`config.mk`:
```
export PLATFORM = sky130hd
export DESIGN_NAME = tsense_regs
export DESIGN_NICKNAME = d
export VERILOG_FILES = /design/src/rtl/tsense_pkg.sv /design/src/rtl/tsense_rate_div.sv /design/src/rtl/tsense_adjust.sv /design/src/rtl/tsense_alert.sv /design/src/rtl/tsense_regs.sv
export SDC_FILE = /design/constraint.sdc
export NUM_CORES = 1
export LEC_CHECK = 0
export BUFFER_PORTS_ARGS = -buffer_cell sky130_fd_sc_hd__buf_2
export CORE_ASPECT_RATIO = 2
export CORE_UTILIZATION = 60
export CTS_BUF_LIST = sky130_fd_sc_hd__clkbuf_16
export DETAILED_ROUTE_END_ITERATION = 10
export PLACE_DENSITY = 0.83
export SYNTH_ARGS = -nofsm -noshare
export SYNTH_HDL_FRONTEND = slang
export SYNTH_HIERARCHICAL = 1
export SYNTH_SLANG_ARGS = --single-unit
```
`constraint.sdc`:
```
create_clock -name clk_i -period 3.1 [get_ports clk_i]
set_clock_uncertainty 0.2 [all_clocks]
set_input_delay 0.155 -clock clk_i [delete_from_list [all_inputs] [get_ports clk_i]]
set_output_delay 0.155 -clock clk_i [all_outputs]
set_load 0.005 [all_outputs]
```
`src/rtl/tsense_pkg.sv`:
```
package tsense_pkg;
  localparam int TEMP_W = 11;
  localparam int FRAC_W = 3;
  typedef logic [TEMP_W-1:0] temp_t;

  localparam logic [7:0] A_TINT  = 8'h01;
  localparam logic [7:0] A_STAT  = 8'h02;
  localparam logic [7:0] A_CFG   = 8'h03;
  localparam logic [7:0] A_RATE  = 8'h04;
  localparam logic [7:0] A_HINT  = 8'h07;
  localparam logic [7:0] A_LINT  = 8'h08;
  localparam logic [7:0] A_TFRAC = 8'h10;
  localparam logic [7:0] A_OINT  = 8'h11;
  localparam logic [7:0] A_OFRAC = 8'h12;
  localparam logic [7:0] A_HFRAC = 8'h13;
  localparam logic [7:0] A_LFRAC = 8'h14;
  localparam logic [7:0] A_REV   = 8'hFF;

  localparam int CFG_ORDER_BIT = 5;
  localparam int STAT_HI_BIT   = 4;
  localparam int STAT_LO_BIT   = 3;

  function automatic logic is_mapped(logic [7:0] a);
    return a inside {A_TINT, A_STAT, A_CFG, A_RATE, A_HINT, A_LINT,
                     A_TFRAC, A_OINT, A_OFRAC, A_HFRAC, A_LFRAC, A_REV};
  endfunction

  function automatic logic is_frac(logic [7:0] a);
    return a inside {A_TFRAC, A_OFRAC, A_HFRAC, A_LFRAC};
  endfunction
endpackage

```
`src/rtl/tsense_rate_div.sv`:
```
module tsense_rate_div #(
  parameter int RATE_W = 3
) (
  input  logic              clk_i,
  input  logic              rst_ni,
  input  logic [RATE_W-1:0] rate_i,
  output logic              tick_o
);
  localparam int CNT_W = (1 << RATE_W) - 1;

  logic [CNT_W-1:0] cnt_q;
  logic [CNT_W-1:0] mask;

  assign mask   = ~({CNT_W{1'b1}} << rate_i);
  assign tick_o = (cnt_q & mask) == mask;

  always_ff @(posedge clk_i or negedge rst_ni) begin
    if (!rst_ni) cnt_q <= '0;
    else         cnt_q <= cnt_q + 1'b1;
  end
endmodule

```
`src/rtl/tsense_adjust.sv`:
```
module tsense_adjust
  import tsense_pkg::*;
(
  input  temp_t raw_i,
  input  temp_t ofs_i,
  output temp_t adj_o
);
  localparam int SUM_W = TEMP_W + 2;

  logic signed [SUM_W-1:0] sum;

  assign sum = $signed({2'b00, raw_i}) + $signed({{2{ofs_i[TEMP_W-1]}}, ofs_i});

  always_comb begin
    if (sum[SUM_W-1])      adj_o = '0;
    else if (sum[TEMP_W])  adj_o = '1;
    else                   adj_o = sum[TEMP_W-1:0];
  end
endmodule

```
`src/rtl/tsense_alert.sv`:
```
module tsense_alert
  import tsense_pkg::*;
(
  input  temp_t live_i,
  input  temp_t hi_i,
  input  temp_t lo_i,
  output logic  hi_o,
  output logic  lo_o
);
  assign hi_o = live_i > hi_i;
  assign lo_o = live_i < lo_i;
endmodule

```
`src/rtl/tsense_regs.sv`:
```
module tsense_regs
  import tsense_pkg::*;
#(
  parameter int         RATE_W = 3,
  parameter logic [7:0] REV_ID = 8'h04
) (
  input  logic              clk_i,
  input  logic              rst_ni,
  input  logic [7:0]        addr_i,
  input  logic              rd_i,
  input  logic              wr_i,
  input  logic [7:0]        wdata_i,
  output logic [7:0]        rdata_o,
  input  logic [TEMP_W-1:0] sensor_i
);
  localparam int INT_W = TEMP_W - FRAC_W;
  localparam int PAD_W = 8 - FRAC_W;

  temp_t             live_q, snap_q, hi_q, lo_q, ofs_q, adj;
  logic              order_q, pending_q;
  logic [RATE_W-1:0] rate_q;
  logic [7:0]        rdata_q, rd_mux;
  logic              tick, hi_al, lo_al;
  logic              int_rd, frac_rd, trig_rd, second_rd, cfg_wr;

  tsense_rate_div #(.RATE_W(RATE_W)) u_div (
    .clk_i  (clk_i),
    .rst_ni (rst_ni),
    .rate_i (rate_q),
    .tick_o (tick)
  );

  tsense_adjust u_adj (
    .raw_i (sensor_i),
    .ofs_i (ofs_q),
    .adj_o (adj)
  );

  tsense_alert u_alert (
    .live_i (live_q),
    .hi_i   (hi_q),
    .lo_i   (lo_q),
    .hi_o   (hi_al),
    .lo_o   (lo_al)
  );

  assign int_rd    = rd_i && (addr_i == A_TINT);
  assign frac_rd   = rd_i && (addr_i == A_TFRAC);
  assign trig_rd   = order_q ? frac_rd : int_rd;
  assign second_rd = order_q ? int_rd : frac_rd;
  assign cfg_wr    = wr_i && (addr_i == A_CFG);

  // read mux; second byte of an open pair comes from the snapshot
  always_comb begin
    rd_mux = 8'h00;
    unique case (addr_i)
      A_TINT:  rd_mux = (order_q && pending_q) ? snap_q[TEMP_W-1:FRAC_W]
                                               : live_q[TEMP_W-1:FRAC_W];
      A_TFRAC: rd_mux = (!order_q && pending_q) ? {snap_q[FRAC_W-1:0], {PAD_W{1'b0}}}
                                                : {live_q[FRAC_W-1:0], {PAD_W{1'b0}}};
      A_STAT: begin
        rd_mux[STAT_HI_BIT] = hi_al;
        rd_mux[STAT_LO_BIT] = lo_al;
      end
      A_CFG:   rd_mux[CFG_ORDER_BIT] = order_q;
      A_RATE:  rd_mux[RATE_W-1:0] = rate_q;
      A_HINT:  rd_mux = hi_q[TEMP_W-1:FRAC_W];
      A_LINT:  rd_mux = lo_q[TEMP_W-1:FRAC_W];
      A_OINT:  rd_mux = ofs_q[TEMP_W-1:FRAC_W];
      A_HFRAC: rd_mux = {hi_q[FRAC_W-1:0], {PAD_W{1'b0}}};
      A_LFRAC: rd_mux = {lo_q[FRAC_W-1:0], {PAD_W{1'b0}}};
      A_OFRAC: rd_mux = {ofs_q[FRAC_W-1:0], {PAD_W{1'b0}}};
      A_REV:   rd_mux = REV_ID;
      default: rd_mux = 8'h00;
    endcase
  end

  always_ff @(posedge clk_i or negedge rst_ni) begin
    if (!rst_ni) begin
      hi_q    <= '1;
      lo_q    <= '0;
      ofs_q   <= '0;
      order_q <= 1'b0;
      rate_q  <= '0;
    end else if (wr_i) begin
      unique case (addr_i)
        A_CFG:   order_q <= wdata_i[CFG_ORDER_BIT];
        A_RATE:  rate_q <= wdata_i[RATE_W-1:0];
        A_HINT:  hi_q[TEMP_W-1:FRAC_W] <= wdata_i[INT_W-1:0];
        A_LINT:  lo_q[TEMP_W-1:FRAC_W] <= wdata_i[INT_W-1:0];
        A_OINT:  ofs_q[TEMP_W-1:FRAC_W] <= wdata_i[INT_W-1:0];
        A_HFRAC: hi_q[FRAC_W-1:0] <= wdata_i[7 -: FRAC_W];
        A_LFRAC: lo_q[FRAC_W-1:0] <= wdata_i[7 -: FRAC_W];
        A_OFRAC: ofs_q[FRAC_W-1:0] <= wdata_i[7 -: FRAC_W];
        default: ;
      endcase
    end
  end

  always_ff @(posedge clk_i or negedge rst_ni) begin
    if (!rst_ni) begin
      pending_q <= 1'b0;
      snap_q    <= '0;
    end else if (cfg_wr) begin
      pending_q <= 1'b0;
    end else if (trig_rd) begin
      pending_q <= 1'b1;
      snap_q    <= live_q;
    end else if (second_rd) begin
      pending_q <= 1'b0;
    end
  end

  always_ff @(posedge clk_i or negedge rst_ni) begin
    if (!rst_ni)                 live_q <= '0;
    else if (tick && !pending_q) live_q <= adj;
  end

  always_ff @(posedge clk_i or negedge rst_ni) begin
    if (!rst_ni)   rdata_q <= 8'h00;
    else if (rd_i) rdata_q <= rd_mux;
  end

  assign rdata_o = rdata_q;
endmodule

```
==> impl_metrics.py, run 1 <==
metrics = {
    "outcome": {
        "status": "finished, final reports clean",
    },
    "clocking": {
        "htree_levels": 3,
        "clkTransAtPathRegs_ns": 0.06,
        "clk_path_buf_depth": 2,
        "clock_sinks": 75,
        "post-cts-setup-buffers": 0,
        "clk_latency_ns": 0.34,
        "cts_buffers": 9,
        "cts_tree": "yes",
        "cts-root-buf": "clkbuf_16",
    },
    "timing": {
        "maxSlewHeadroom_pct": 37.36,
        "max_freq_mhz": 345.4,
        "tightest_slew_ns": 0.9396,
        "period_share_pct": 93.39,
        "setup_violations": 0,
        "finalMaxSlewViolations": 0,
        "hold_violations": 0,
        "fin_setup_tns_ns": 0,
        "rsz0062_at_grt": "false",
        "fin_crit_ns": 2.895,
    },
    "logic_synthesis": {
        "synthTopCellsByArea": "dfrtp_1, mux2_2, ha_1",
        "ys_seq_elements": 75,
        "syn_avg_cell_area_um2": 10.34,
        "synthMostInstantiatedCell": "dfrtp_1",
        "synth_top_area_share_pct": 32.59,
        "yosysSeqAreaShare_pct": 38.48,
        "postSynthCellCount": 475,
        "synth_ff_type": "dfrtp_1",
        "ys_types": 68,
        "synth.cell_area_um2": 4913,
        "synthesis.nets": 541,
        "synth_edf_count": 0,
        "synthTopCellsByCount": "dfrtp_1, mux2_2, inv_1",
        "async_flop_share_pct": 100.0,
        "yosys_warnings": 6,
        "yosysTopAreaCell": "dfrtp_1",
    },
    "final_layout": {
        "fillerInstances": 580,
        "antennaDiodeCount": 0,
        "fin_nets": 586,
        "drive_above_1_share_pct": 27.24,
        "multi_input_area_um2": 2779,
        "synthToLayoutAreaGrowth_pct": 12.61,
        "regArea_um2": 1891,
        "stdcell_count": 621,
    },
    "detailed_routing": {
        "drt_iter0_markers": 466,
        "vias": 4065,
        "detail-route-antenna-nets": 0,
        "via_per_inst": 6.546,
        "firstDrtPassIters": 5,
        "wl_mm": 13.61,
        "drc": 0,
        "wl_per_cell_um": 21.92,
    },
    "global_route": {
        "grt_pass1_vias": 4361,
        "grtUsageTotal_pct": 35.45,
        "antenna_found_initial": 0,
        "grt_overflow": 0,
        "grt_max_degree": 76,
        "grt_first_pass_wirelength_mm": 22.16,
    },
    "critical_path": {
        "worstSetupStartpointType": "register",
        "cp_cell_sequence": "ha_1 > inv_1 > fa_1 > nand2b_1 > a21oi_1 > o211ai_1 > a22oi_1 > xor2_1 > buf_4 > a21oi_1 > mux2_2",
        "crit_fanout": 11,
        "path_class": "reg2reg",
        "end_kind": "register",
        "critPathTopFamily": "compound AO/OA/AOI/OAI gates",
        "worstPathArrival_ns": 2.91,
        "slowest_stage": "fa_1",
        "cp.required_ns": 3.12,
        "cp.buffers_inverters": 2,
        "crit_top_cell": "a21oi_1",
        "max_stage_delay_ns": 0.41,
    },
    "job": {
        "drv_cap": 0,
    },
    "hold_path": {
        "hp-class": "in2reg",
    },
    "place": {
        "gp_congestion": 0.9681,
        "place_hpwl_mm": 9.987,
        "dpl.cell_count": 596,
        "io_buffers": 38,
    },
    "floorplan": {
        "design.portCount": 39,
        "start_util_pct": 61.86,
        "dieHeight_um": 130.0,
        "core-area_um2": 7943,
        "die-area_um2": 8577,
        "die_w_um": 65.99,
        "rows": 46,
    },
    "pwr": {
        "p_per_area_nw_per_um2": 552.1,
        "power_mw": 3.055,
        "p_leak_nw": 2.493,
        "peakVddDrop_mv": 0.3708,
    },
}
per-stage QoR:
stage | cell area (µm²) | worst slack (ns) | hold WS, ns | utilization (%)
CTS | 5533 | 0.2218 | 0.03324 | 69.66
global placement | 5174 | 0.3874 | 0.1346 | 65.14
finish | 5533 | 0.2048 | 0.04466 | 69.66
global route | 5533 | 0.05338 | 0.05681 | 69.66
floorplan | 4913 | 0.5325 | -0.3406 | -
detailed placement | 5174 | 0.2443 | 0.1546 | 65.14
what timing repair did:
item	CTS	global route
endpoints found under the hold margin	101	0
gates resized for setup	0	0
setup endpoints to repair	0	0
hold buffers	9	0
flip-flops by register name, summed over array words and instances (netlist names):
signal       flops
hi_q            11
live_q          11
lo_q            11
ofs_q           11
snap_q          11
rdata_o          8
u_div/cnt_q      7
rate_q           3
order_q          1
pending_q        1
routing by layer:
| metal | GRT usage [%] | wire length, µm |
|---|---|---|
| met1 | 37.83 | 4921 |
| met2 | 61.10 | 7028 |
| met3 | 5.245 | 516 |
| met4 | 27.03 | 1142 |
| met5 | 0 | 0 |
path summary, 6_finish.rpt:
check / slack, ns / from / depth (start not counted) / to
worst max-delay path: 0.20 / ofs_q[0] / 11 / live_q[8]
worst min-delay path: 0.04 / rd_i / 2 / rdata_o[2]
max in group asynchronous: 1.78 / rst_ni / 2 / u_div/cnt_q[3]
min in group asynchronous: 0.28 / rst_ni / 2 / lo_q[8]
worst min register to register: 0.28 / u_div/cnt_q[6] / 1 / u_div/cnt_q[6]
worst max register to register: 0.20 / ofs_q[0] / 11 / live_q[8]
final cells by class:
type	count	area share, %
repair buffers	54	6.061
inverters	37	2.510
clock inverters	7	0.7915
clock buffers	9	4.071
flip-flops and latches	75	34.17
well taps	96	2.171
multi-input cells	343	50.23
report_power, final:
part	internal, mW	switching (mW)	total (mW)
Clock	0.537	0.412	0.948
Sequential	1.09	0.156	1.25
Combinational	0.410	0.450	0.860
kinds of logic (layout without fill, tap and decap cells):
logic type	Yosys count	in the layout	share of synthesized area, %
multiplexers	69	69	16.35
AO/OA/AOI/OAI	116	116	16.09
AND/OR/NAND/NOR	110	110	12.73
adder cells (fa/ha/maj)	35	35	9.066
XOR/XNOR	13	13	2.317
buffers and inverters	57	107	4.965
flip-flops	75	75	38.48
cell usage in the layout, fill, tap and decap left out, types with 8 or more instances in the layout:
| cell type | count |
|---|---|
| dfrtp_1 | 64 |
| mux2_2 | 50 |
| inv_1 | 38 |
| buf_2 | 37 |
| ha_1 | 34 |
| a21oi_1 | 26 |
| nand2_1 | 24 |
| nor2_1 | 19 |
| o21ai_0 | 19 |
| nand3_1 | 14 |
| a22oi_1 | 11 |
| dfstp_2 | 11 |
| mux2_4 | 10 |
| nor2b_1 | 9 |
| mux2i_1 | 9 |
| nand4_1 | 9 |
| clkbuf_16 | 9 |
| dlygate4sd3_1 | 9 |
| o22ai_1 | 8 |
| buf_4 | 8 |
No activity file was read; power rests on OpenSTA's default activity.
==> inputs of run 2 (changes only) <==
CORE_UTILIZATION = 55   (was 60)
PLACE_DENSITY = 0.8   (was 0.83)
clock period = 2.4 ns   (was 3.1 ns; I/O delays follow)
==> run 2 against run 1 <==
The run now ends with negative setup slack left. Fmax grew 8.8%. Routed wire length up 15%. Cell count is 13% higher. First-iteration DRC count down 17%. Clock power grew 41%. Total power grew 56%. Core utilization increased by 4.8 points. Combinational power is 120% higher. Count of clock-buffer cells in the layout stayed put. Critical path type unchanged. Critical endpoint is now live_q[6]. Largest cell class unchanged. Largest power group is now combinational cells. Highest routed layer unchanged.
==> impl_metrics.py, run 2 (synthesis results as in run 1) <==
metrics = {
    "global_route": {
        "grt_pass1_vias": 4799,
        "grtUsageTotal_pct": 36.93,
        "grt_first_pass_wirelength_mm": 24.39,
        "antenna_found_initial": 0,
        "grt_overflow": 0,
        "grt_max_degree": 76,
    },
    "place": {
        "io_buffers": 38,
        "dpl.cell_count": 666,
        "gp_congestion": 1.002,
        "placed_area_um2": 5712,
        "place_hpwl_mm": 10.70,
    },
    "final_layout": {
        "layout_commonest_cell": "buf_4",
        "synthToLayoutAreaGrowth_pct": 31.02,
        "stdcell_count": 700,
        "post-route-util_pct": 74.44,
        "multi_input_area_um2": 3075,
        "fin_nets": 661,
        "antennaDiodeCount": 0,
        "fillerInstances": 575,
        "regArea_um2": 1892,
        "drive_above_1_share_pct": 42.67,
        "layout_common_cells": "buf_4, dfrtp_1, mux2_2",
        "fin_area_um2": 6437,
    },
    "critical_path": {
        "reg2reg_slack_ns": -0.26,
        "end_kind": "register",
        "worstSetupStartpointType": "register",
        "crit_fanout": 8,
        "cp.required_ns": 2.43,
        "path_class": "reg2reg",
        "worstPathArrival_ns": 2.69,
    },
    "timing": {
        "tightest_slew_ns": 0.9845,
        "hold_violations": 0,
        "setup_violations": 13,
        "fin_crit_ns": 2.662,
        "rsz0062_at_grt": "true",
        "period_share_pct": 110.9,
        "whs_ns": 0.04064,
        "maxSlewHeadroom_pct": 34.37,
        "setup_slack_ns": -0.2619,
        "max_freq_mhz": 375.7,
        "finalMaxSlewViolations": 0,
    },
    "clocking": {
        "cts_tree": "yes",
        "cts_buffers": 9,
        "clk_latency_ns": 0.35,
        "htree_levels": 3,
        "clkTransAtPathRegs_ns": 0.06,
        "clock_sinks": 75,
        "clk_path_buf_depth": 2,
        "cts-root-buf": "clkbuf_16",
    },
    "pwr": {
        "peakVddDrop_mv": 0.5284,
        "p_leak_nw": 2.960,
        "p_per_area_nw_per_um2": 739.8,
    },
    "detailed_routing": {
        "met3_length_um": 867,
        "drc": 0,
        "wl_met1_mm": 5.395,
        "firstDrtPassIters": 6,
        "via_per_inst": 6.516,
        "top_layer_used": "met4",
        "drt_iter0_markers": 389,
        "detail-route-antenna-nets": 0,
        "vias": 4561,
        "wl_mm": 15.68,
        "wl_per_cell_um": 22.40,
        "dr_wl_met2_mm": 8.041,
    },
    "outcome": {
        "status": "finished, violations left",
        "violations": "negative setup slack",
    },
    "floorplan": {
        "dieHeight_um": 135.7,
        "core-area_um2": 8648,
        "die-area_um2": 9339,
        "start_util_pct": 56.81,
        "die_w_um": 68.84,
        "rows": 48,
        "design.portCount": 39,
    },
    "hold_path": {
        "hp-class": "in2reg",
    },
    "job": {
        "drv_cap": 0,
    },
}
## run 2: repair_timing
item	CTS	global route
hold buffers	10	0
pin swaps	16	11
resized for setup	33	16
setup endpoints to repair	13	13
endpoints found under the hold margin	102	0
gates cloned	0	0
buffers inserted	8	0
## run 2: layout make-up
class	count	area share (%)
multi-input cells	343	47.77
flip-flops and latches	75	29.39
repair buffers	129	14.31
clock buffers	9	3.499
inverters	37	2.157
well taps	100	1.944
clock inverters	7	0.9329
## run 2: power by group
part           internal, mW  switching (mW)  total (mW)
Sequential             1.41           0.153        1.56
Clock                 0.792           0.550        1.34
Combinational         0.983           0.877        1.86
## run 2: path summary, 6_finish.rpt
check | startpoint | to | cells after the start
worst max-delay path | ofs_q[0] | live_q[6] | 11
worst min-delay path | addr_i[4] | rdata_o[1] | 4
worst max register to register | ofs_q[0] | live_q[6] | 11
worst min register to register | u_div/cnt_q[3] | u_div/cnt_q[3] | 1
max in group asynchronous | rst_ni | snap_q[7] | 2
min in group asynchronous | rst_ni | order_q | 2
## run 2: metal layers
layer  vias to the layer above  global-route usage [%]
met5                         -                       0
met4                         0                   25.74
met3                       107                   7.155
met2                       277                   63.18
met1                      2185                   38.54
li1                       1992                       -
## run 2: worst max-delay path, cell delays in order (launching register included)
cell and delay, ns:
dfrtp_1 0.35, ha_2 0.19, inv_2 0.04, fa_2 0.33
nand2b_4 0.15, a21oi_2 0.15, o211ai_1 0.14, a22oi_2 0.27
xor2_2 0.21, buf_6 0.20, a21oi_2 0.05, mux2_4 0.26
## run 2: metrics by stage
stage / total power, mW / TNS [ns] / setup WS (ns)
floorplan: 2.322 / -0.3235 / -0.03744
detailed placement: 2.939 / -2.262 / -0.3407
finish: 4.762 / -2.856 / -0.2619
CTS: 4.523 / -2.264 / -0.3480
global placement: 2.875 / -1.439 / -0.3645
global route: 4.932 / -3.811 / -0.3464
==> inputs of run 3 (changes only) <==
HOLD_SLACK_MARGIN = 0.05   (was not set)
==> run 3 against run 2 <==
The run still ends with negative setup slack left. Routed wire length up 0.14%. Fmax about the same. Critical path depth unchanged. Total power down 0.20%. Combinational power about the same. Hold slack better by 0.021 ns. Global-route usage unchanged. Clock power about the same. Via count down 0.46%. Cell count up 0.29%. Die area unchanged. Flip-flop and latch count unchanged. Largest cell class unchanged.
==> impl_metrics.py, run 3 (synthesis results as in run 1) <==
metrics = {
    "outcome": {
        "status": "finished, violations left",
        "violations": "negative setup slack",
    },
    "job": {
        "drv_cap": 0,
    },
    "timing": {
        "finalMaxSlewViolations": 0,
        "fin_crit_ns": 2.663,
        "rsz0062_at_grt": "true",
        "period_share_pct": 110.9,
        "tightest_slew_ns": 0.9863,
        "max_freq_mhz": 375.6,
        "maxSlewHeadroom_pct": 34.25,
        "hold_violations": 0,
        "setup_slack_ns": -0.2625,
        "setup_violations": 13,
    },
    "detailed_routing": {
        "wl_mm": 15.70,
        "vias": 4540,
        "via_per_inst": 6.467,
        "drc": 0,
        "drt_iter0_markers": 435,
        "firstDrtPassIters": 6,
        "wl_per_cell_um": 22.37,
        "detail-route-antenna-nets": 0,
    },
    "floorplan": {
        "core-area_um2": 8648,
        "dieHeight_um": 135.7,
        "die-area_um2": 9339,
        "rows": 48,
        "start_util_pct": 56.81,
        "die_w_um": 68.84,
        "design.portCount": 39,
    },
    "critical_path": {
        "cp.required_ns": 2.43,
        "crit_top_cell": "a21oi_2",
        "rr_worst_depth": 11,
        "crit_fanout": 8,
        "max_stage_delay_ns": 0.35,
        "critPathTopFamily": "compound AO/OA/AOI/OAI gates",
        "worstPathArrival_ns": 2.69,
        "cp.buffers_inverters": 2,
        "worstSetupStartpointType": "register",
        "worstSetupPathDepth": 11,
        "cp_cell_sequence": "ha_2 > inv_2 > fa_2 > nand2b_4 > a21oi_2 > o211ai_1 > a22oi_2 > xor2_2 > buf_6 > a21oi_2 > mux2_4",
        "end_kind": "register",
        "slowest_stage": "dfrtp_1",
        "path_class": "reg2reg",
    },
    "global_route": {
        "grt_max_degree": 76,
        "grt_overflow": 0,
        "grt_first_pass_wirelength_mm": 24.39,
        "grtUsageTotal_pct": 36.93,
        "antenna_found_initial": 0,
        "grt_pass1_vias": 4799,
    },
    "clocking": {
        "cts-root-buf": "clkbuf_16",
        "clkTransAtPathRegs_ns": 0.06,
        "htree_levels": 3,
        "cts_buffers": 9,
        "clock_sinks": 75,
        "clk_path_buf_depth": 2,
        "clk_latency_ns": 0.35,
        "cts_tree": "yes",
    },
    "hold_path": {
        "holdPathStages": 5,
        "hp-class": "in2reg",
    },
    "pwr": {
        "p_per_area_nw_per_um2": 736.0,
        "power_mw": 4.752,
        "p_leak_nw": 2.969,
        "peakVddDrop_mv": 0.5268,
    },
    "final_layout": {
        "post-route-util_pct": 74.67,
        "fin_nets": 663,
        "layout_commonest_cell": "buf_4",
        "layout_common_cells": "buf_4, dfrtp_1, mux2_2",
        "drive_above_1_share_pct": 42.52,
        "antennaDiodeCount": 0,
        "synthToLayoutAreaGrowth_pct": 31.42,
    },
    "place": {
        "place_hpwl_mm": 10.70,
        "preCtsSetupSlack_ns": -0.3407,
        "io_buffers": 38,
        "gp_congestion": 1.002,
    },
}
## run 3: cell count changes in the layout (fill, tap and decap cells not counted), sizes merged
cell | before | now
dlygate4sd3 | 10 | 12
## run 3: timing repair
item	4_1_cts	5_1_grt
hold buffers	12	0
hold endpoints to repair	109	0
pin swaps	16	11
setup buffers	8	0
gates resized for setup	33	16
endpoints found under the setup margin	13	13
## run 3: where the power goes
| part | switching [mW] | internal [mW] |
|---|---|---|
| logic | 0.877 | 0.984 |
| registers | 0.153 | 1.41 |
| clock network | 0.539 | 0.792 |
## run 3: routing by layer
| metal | vias to the layer above | routed length, µm | GRT usage, % |
|---|---|---|---|
| met1 | 2183 | 5362 | 38.54 |
| met2 | 273 | 8136 | 63.18 |
| li1 | 1992 | - | - |
| met5 | - | 0 | 0 |
| met3 | 92 | 946 | 7.155 |
| met4 | 0 | 1258 | 25.74 |
## run 3: final cells by class
class                   instances  area [µm²]
fillers                       573        2191
repair buffers                131       940.9
well taps                     100       125.1
clock inverters                 7       60.06
multi-input cells             343        3075
inverters                      37       138.9
clock buffers                   9       225.2
flip-flops and latches         75        1892
## run 3: worst reg2reg max path, delay by kind of cell (launching register included)
| kind | cells | cell delay, ns |
|---|---|---|
| buf+inv | 2 | 0.24 |
| xor+xnor | 1 | 0.21 |
| simple gates | 1 | 0.15 |
| flops | 1 | 0.35 |
| compound gates | 4 | 0.60 |
| fa+ha+maj | 2 | 0.52 |
| mux | 1 | 0.26 |
## run 3: stage by stage
stage / TNS (ns) / std cells / area (µm²) / hold WS [ns]
5_1_grt: -3.811 / 702 / 6457 / 0.09869
4_1_cts: -2.264 / 702 / 6344 / 0.05589
2_1_floorplan: -0.3235 / 475 / 4938 / -0.3756
3_3_place_gp: -1.439 / 666 / 5712 / 0.1118
6_report: -2.871 / 702 / 6457 / 0.06168
3_5_place_dp: -2.262 / 666 / 5712 / 0.1323
## run 3: path summary, 6_finish.rpt
| kind | startpoint | to | slack [ns] |
|---|---|---|---|
| setup / recovery | ofs_q[0] | live_q[6] | -0.26 |
| hold / removal | addr_i[7] | rdata_o[2] | 0.06 |
| setup reg to reg | ofs_q[0] | live_q[6] | -0.26 |
| hold reg to reg | u_div/cnt_q[3] | u_div/cnt_q[3] | 0.27 |
| max in group asynchronous | rst_ni | ofs_q[1] | 1.06 |
| min in group asynchronous | rst_ni | order_q | 0.26 |
